==> src/rtl/usbf_irq_pkg.sv <==
package usbf_irq_pkg;
   localparam int unsigned REG_W      = 8;
   localparam int unsigned ADDR_W     = 2;
   localparam logic [ADDR_W-1:0] A_FLAGS  = 2'd0;
   localparam logic [ADDR_W-1:0] A_ENABLE = 2'd1;
   localparam logic [ADDR_W-1:0] A_SELECT = 2'd2;
   localparam int unsigned B_EP0_DONE = 0;
   localparam int unsigned B_EP3_EMPTY = 2;
   localparam int unsigned B_VBUS     = 3;
   localparam logic [REG_W-1:0] FLAG_BITS = 8'h05;
endpackage

==> src/rtl/usbf_sync2.sv <==
module usbf_sync2 #(
   parameter int unsigned STAGES = 2
) (
   input  logic clk,
   input  logic rst_n,
   input  logic d_async,
   output logic q_sync
);
   if (STAGES < 2) begin : g_bad_stages
      $error("usbf_sync2: STAGES must be at least 2");
   end

   logic [STAGES-1:0] chain_q;

   always_ff @(posedge clk) begin
      if (!rst_n) chain_q <= '0;
      else        chain_q <= {chain_q[STAGES-2:0], d_async};
   end

   assign q_sync = chain_q[STAGES-1];
endmodule

==> src/rtl/usbf_flag_bank.sv <==
module usbf_flag_bank #(
   parameter int unsigned         W    = 8,
   parameter logic [W-1:0]        MASK = '1
) (
   input  logic         clk,
   input  logic         rst_n,
   input  logic [W-1:0] set_ev,
   input  logic         clr_wr,
   input  logic [W-1:0] clr_data,
   output logic [W-1:0] flag_q
);
   if (W < 4) begin : g_bad_width
      $error("usbf_flag_bank: W must be at least 4");
   end

   for (genvar i = 0; i < W; i++) begin : g_bit
      if (MASK[i]) begin : g_live
         always_ff @(posedge clk) begin
            if (!rst_n)                    flag_q[i] <= 1'b0;
            else if (set_ev[i])            flag_q[i] <= 1'b1;
            else if (clr_wr && !clr_data[i]) flag_q[i] <= 1'b0;
         end
      end else begin : g_tied
         logic unused_in;
         assign unused_in = set_ev[i] ^ clr_data[i];
         assign flag_q[i] = 1'b0;
      end
   end
endmodule

==> src/rtl/usbf_irq_route.sv <==
module usbf_irq_route #(
   parameter int unsigned W = 8
) (
   input  logic [W-1:0] flags,
   input  logic [W-1:0] enable,
   input  logic [W-1:0] select,
   output logic         irq0,
   output logic         irq1
);
   logic [W-1:0] hit0, hit1;

   for (genvar i = 0; i < W; i++) begin : g_route
      assign hit0[i] = flags[i] & enable[i] & ~select[i];
      assign hit1[i] = flags[i] & enable[i] &  select[i];
   end

   assign irq0 = |hit0;
   assign irq1 = |hit1;
endmodule

==> src/rtl/usbf_irq_flags.sv <==
module usbf_irq_flags
   import usbf_irq_pkg::*;
#(
   parameter int unsigned SYNC_STAGES = 2
) (
   input  logic              clk,
   input  logic              rst_n,
   input  logic [ADDR_W-1:0] reg_addr,
   input  logic              reg_wr,
   input  logic [REG_W-1:0]  reg_wdata,
   output logic [REG_W-1:0]  reg_rdata,
   input  logic              ev_ep0_tx_done,
   input  logic              ev_ep3_in_empty,
   input  logic              vbus_pin,
   output logic              irq_line0,
   output logic              irq_line1
);
   if (B_VBUS >= REG_W || FLAG_BITS[B_VBUS]) begin : g_bad_map
      $error("usbf_irq_flags: status bit must be inside the register and not a flag");
   end

   logic [REG_W-1:0] set_ev;
   logic [REG_W-1:0] flag_q;
   logic [REG_W-1:0] en_q, sel_q;
   logic             vbus_s;
   logic             wr_flags;

   always_comb begin
      set_ev              = '0;
      set_ev[B_EP0_DONE]  = ev_ep0_tx_done;
      set_ev[B_EP3_EMPTY] = ev_ep3_in_empty;
   end

   assign wr_flags = reg_wr && (reg_addr == A_FLAGS);

   usbf_sync2 #(.STAGES(SYNC_STAGES)) vbus_sync_i (
      .clk     (clk),
      .rst_n   (rst_n),
      .d_async (vbus_pin),
      .q_sync  (vbus_s)
   );

   usbf_flag_bank #(.W(REG_W), .MASK(FLAG_BITS)) flags_i (
      .clk      (clk),
      .rst_n    (rst_n),
      .set_ev   (set_ev),
      .clr_wr   (wr_flags),
      .clr_data (reg_wdata),
      .flag_q   (flag_q)
   );

   always_ff @(posedge clk) begin
      if (!rst_n) begin
         en_q  <= '0;
         sel_q <= '0;
      end else if (reg_wr) begin
         if (reg_addr == A_ENABLE) en_q  <= reg_wdata & FLAG_BITS;
         if (reg_addr == A_SELECT) sel_q <= reg_wdata & FLAG_BITS;
      end
   end

   usbf_irq_route #(.W(REG_W)) route_i (
      .flags  (flag_q),
      .enable (en_q),
      .select (sel_q),
      .irq0   (irq_line0),
      .irq1   (irq_line1)
   );

   always_comb begin
      unique case (reg_addr)
         A_FLAGS: begin
            reg_rdata         = flag_q;
            reg_rdata[B_VBUS] = vbus_s;
         end
         A_ENABLE: reg_rdata = en_q;
         A_SELECT: reg_rdata = sel_q;
         default:  reg_rdata = '0;
      endcase
   end
endmodule

==> config.mk <==
export PLATFORM = sky130hd
export DESIGN_NAME = usbf_irq_flags
export DESIGN_NICKNAME = d
export VERILOG_FILES = /design/src/rtl/usbf_irq_pkg.sv /design/src/rtl/usbf_sync2.sv /design/src/rtl/usbf_flag_bank.sv /design/src/rtl/usbf_irq_route.sv /design/src/rtl/usbf_irq_flags.sv
export SDC_FILE = /design/constraint.sdc
export NUM_CORES = 1
export LEC_CHECK = 0
export CAP_MARGIN = 0
export CORE_MARGIN = 3
export CORE_UTILIZATION = 34
export CTS_BUF_LIST = sky130_fd_sc_hd__clkbuf_8
export DETAILED_ROUTE_END_ITERATION = 7
export PLACE_DENSITY = 0.76
export SYNTH_ARGS = -nofsm -noshare
export SYNTH_HDL_FRONTEND = slang
export SYNTH_SLANG_ARGS = --single-unit
==> constraint.sdc <==
create_clock -name clk -period 1.1 [get_ports clk]
set_clock_uncertainty 0.05 [all_clocks]
set_input_delay 0.33 -clock clk [delete_from_list [all_inputs] [get_ports clk]]
set_output_delay 0.33 -clock clk [all_outputs]
set_load 0.02 [all_outputs]
Word level (Yosys, flattened, before mapping)

Cells that the tools add are included.

Bits in registers: 8
Output and inout bits: 10

Equal/unequal tests: 2
Muxes and demuxes: 5
Bitwise gates (word level): 8
Reduce and logical (&&, ||, !) cells: 12

Operators by type and width:

| cell                                                            | count |
|---|---|
| 4-bit one-hot mux with 3 select lines                           | 1 |
| 1-bit AND                                                       | 6 |
| 1-bit 2-to-1 mux                                                | 4 |
| 2-bit AND reduction                                             | 2 |
| 2-bit nonzero test                                              | 2 |
| 2-bit OR reduction                                              | 2 |
| 1-bit logical AND                                               | 3 |
| 2-bit by 1-bit == test with 1-bit output, second input constant | 1 |
| 2-bit == test, second input constant                            | 1 |
| 1-bit zero test                                                 | 2 |
| 2-bit zero test                                                 | 1 |
| 1-bit NOT                                                       | 2 |

Depth between registers and ports, before layout

Word-level depth: 5
Depth in mapped cells: 3

By module

From an unflattened synthesis, not the netlist that was laid out.

Cells, all modules: 71
Area, all modules: 558.0 µm²

By module, submodules not included:

| module         | instances | cells an instance | area an instance (µm²) |
|---|---|---|---|
| usbf_irq_flags | 1         | 30                | 255.2 |
| usbf_flag_bank | 1         | 15                | 131.4 |
| usbf_irq_route | 1         | 22                | 118.9 |
| usbf_sync2     | 1         | 4                 | 52.6 |

Worst setup path before layout

OpenSTA, ideal clock, no wires.

Path type: in2out
Start: in reg_addr[0]
End: out reg_rdata[3]
Arrival: 0.973 ns
Data required time: 0.720 ns
Setup slack: -0.253 ns
Cell stages on the path: 2
Path through: buf_6 nor3b_1

Longest elaborated chain between the ends: 2
Elaborated cells on any way between the ends: 4
Those cells by class: 2 x eq/ne; 1 x mux; 1 x reduce/logical

Ends and longest elaborated chain:

| item                                      | RTL line             | source |
|---|---|---|
| start, declared                           | usbf_irq_flags.sv:8  | `input logic [ADDR_W-1:0] reg_addr,` |
| 2-bit == test (tied with other cells)     | usbf_irq_flags.sv:71 | `unique case (reg_addr)` |
| 4-bit one-hot mux with 3 select lines (*) | usbf_irq_flags.sv:71 |  |
| end, declared                             | usbf_irq_flags.sv:11 | `output logic [REG_W-1:0] reg_rdata,` |

Every way passes the cells marked *; elsewhere a longest branch is shown, timed or not.

Worst setup path in the final report

Start: reg en_q[2]
End: out reg_rdata[2]

Longest elaborated chain between the ends: 1

Ends and longest elaborated chain:

| item                                  | RTL line             | source |
|---|---|---|
| start, declared                       | usbf_irq_flags.sv:24 | `logic [REG_W-1:0] en_q, sel_q;` |
| start signal, assigned                | usbf_irq_flags.sv:57 | `if (reg_addr == A_ENABLE) en_q <= reg_wdata & FLAG_BITS;` |
| 4-bit one-hot mux with 3 select lines | usbf_irq_flags.sv:71 |  |

Every way passes these cells.

==> summary.md <==
| Metric | Value |
|---|---|
| Outcome | finished, violations left |
| Failing checks | negative setup slack |
| Post-Syn Area per Cell | 9.141 um2 |
| Die Ht | 42.30 um |
| Final non-filler cell total | 81 |
| Drt total wl | 889 um |
| Area of the multi-input gates | 284.0 um2 |
| Maximum VDD drop | 0.5779 mV |
| # rows | 12 |
| Psw | 181.7 uW |
| Placer Congestion | 0.7432 |
| Final Total Pwr | 793.3 uW |
| Max Fclk | 757.6 MHz |
| Power Dens Cells | 1142 nW/um2 |
| Fillers | 114 |
| Vias in the first global route | 339 |
| Worst-Skew Late Latency | 0.22 ns |
| Full die area | 1789 um2 |
| Initial DRC count | 5 |
| Post-synth top cells | 9 x nand2_1, 8 x dfxtp_1, 6 x mux2i_1, 5 x buf_4 |
| Area growth syn-to-layout | 55.03% |
| Arrival time worst endpoint | 0.94 ns |
| Fin. Hold Viols | 0 |
| GRT Residual Overflow | 0 |
| Internal power | 611.6 uW |
| Count leader, synth | nand2_1 |
| Hold buffers post-CTS | 0 |
| Post-synth top area share | 0.3575 |
| Critical Path RT | 0.72 ns |
| Nets | 85 |
| Via density per instance | 4.642 |
| Clock Tree Root | clkbuf_8 |
| HP Class | flop to flop |
| Max cap viols | 0 |
| Leak | 0.3289 nW |
| Fin crit period | 1.320 ns |
| GR Util All Layers | 0.1075 |
| R2R setup slack | 0.37 ns |
| Sequential share of the synthesized area | 0.3575 |
| Switching Share | 0.2291 |
| DRC | 0 |
| Setup-failing EPs final | 5 |
| Setup Buffers After CTS | 0 |
| H-tree depth | 1 |
| Antenna cells | 0 |
| Detailed Place HPWL | 763.9 um |
| Core outline area | 1171 um2 |
| Via count | 376 |
| Ports | 26 |
| Wire length per cell | 10.98 um |
| Synth Cell Area | 447.9 um2 |
| Number of synthesized flops with an enable pin | 0 |
| Cell variety after synth | 17 |
| Share of layout cells above drive strength 1 | 0.4328 |
| Yosys Warn Count | 0 |
| PortBufs | 14 |
| Async SR Flop Fraction | 0 |
| RSZ-0062 raised after global routing | yes |
| Top cells by area, synth | dfxtp_1 36%, mux2i_1 13%, nand3b_4 8.9%, buf_4 8.4%, nand2_1 7.5% |
| Combinational share of power | 0.177 |
| Setup crit start kind | flop |
| Seq cells post-synth | 8 |
| Slew Limit Fails | 0 |
| Deepest clock path buffer count | 2 |
| Post-synthesis cell count | 49 |
| Tcrit/Tclk final | 1.200 |
| Setup crit end kind | output pin |
| Reg power frac | 0.397 |
| FF/Latch Area | 177.7 um2 |
| Clk pin slew, worst setup/hold paths | 0.04 ns |
| Clock share of power | 0.425 |
| PnR worst setup slack | -0.2199 ns |
| Initial antenna violation count | 0 |
| CTS buffer count | 3 |
| CTS tree | yes |
| First-pass GRT wire length | 1469 um |
| Initial Utilization | 0.3825 |
| Die W | 42.30 um |
| Placed insts | 78 |
| Leading area contributor after synthesis | dfxtp_1 |
| Worst-path fanout max | 4 |
| Top_reg_cell synth | dfxtp_1 |
| Crit path kind | flop to output pin |
| Routed Antenna Nets | 0 |
| Largest net degree at the start of global routing | 11 |
| DR pass1 iterations | 3 |
| CTS Sinks | 8 |
timing repair:
item / in CTS / in global routing
cloned: 0 / 0
gates resized for setup: 52 / 4
pin swaps: 4 / 2
endpoints found under the setup margin: 11 / 5
sequential cells by signal, summed over array words and instances, names as in the netlist:
signal / cells
vbus_sync_i.chain_q: 2
flags_i.flag_q: 2
en_q: 2
sel_q: 2
layout by cell type, fill, tap and decap left out, types with 3 or more instances in the layout:
| cell | instances |
|---|---|
| buf_4 | 4 |
| buf_6 | 5 |
| clkbuf_8 | 3 |
| clkdlybuf4s50_1 | 5 |
| conb_1 | 5 |
| dfxtp_4 | 4 |
| mux2i_1 | 5 |
| nand2_1 | 8 |
power groups by stage:
stage	registers (mW)	logic, mW	clock network [mW]
2_1_floorplan	0.319	0.0890	0
5_1_grt	0.318	0.152	0.375
3_5_place_dp	0.323	0.139	0
4_1_cts	0.320	0.142	0.351
6_report	0.315	0.141	0.337
3_3_place_gp	0.323	0.137	0
metal layers:
layer / up-vias / track usage / share of wire
met5: - / 0 / 0
li1: 194 / - / -
met4: 0 / 0.07453 / 0.021
met3: 2 / 0.01288 / 0.054
met2: 15 / 0.1733 / 0.47
met1: 165 / 0.1304 / 0.45
layout make-up:
cell class / count / area share
clock buffer: 3 / 0.05946
multi-input combinational: 38 / 0.4090
sequential: 8 / 0.2559
tap: 14 / 0.02523
timing repair buffer: 18 / 0.2505
stage by stage:
step / setup TNS (ns) / hold WS [ns] / utilization / setup slack (ns) / instance area, um2
finish: -0.9098 / 0.3774 / 0.5929 / -0.2199 / 694.4
global placement: -6.712 / 0.3675 / 0.5299 / -1.053 / 620.6
floorplan: -0.2954 / 0.3619 / - / -0.1189 / 486.7
CTS: -0.9822 / 0.3815 / 0.5844 / -0.2358 / 684.4
global route: -1.134 / 0.4095 / 0.5929 / -0.2583 / 694.4
detailed placement: -6.999 / 0.3717 / 0.5299 / -1.093 / 620.6
kinds of logic (layout without fill, tap and decap cells):
kind of cell | Yosys count | in the layout | synth area share
AOI/OAI and AO/OA | 7 | 7 | 0.09778
DFF | 8 | 8 | 0.3575
and+or+nand+nor | 20 | 20 | 0.2821
other | 1 | 5 | 0.008372
buffers and inverters | 7 | 21 | 0.1201
muxes | 6 | 6 | 0.1341
worst max-delay path: stages (launching register included):
cell	delay, ns
dfxtp_4	0.35
mux2i_2	0.17
o2bb2ai_2	0.07
buf_6	0.13
path summary, 6_finish.rpt:
check / start / to / cells after the start
worst max-delay path: en_q[2] / reg_rdata[2] / 3
worst min-delay path: vbus_sync_i.chain_q[0] / vbus_sync_i.chain_q[1] / 1
worst max register to register: flags_i.flag_q[2] / flags_i.flag_q[2] / 2
worst min register to register: vbus_sync_i.chain_q[0] / vbus_sync_i.chain_q[1] / 1
Note: power is estimated with default switching activity, not from simulation.
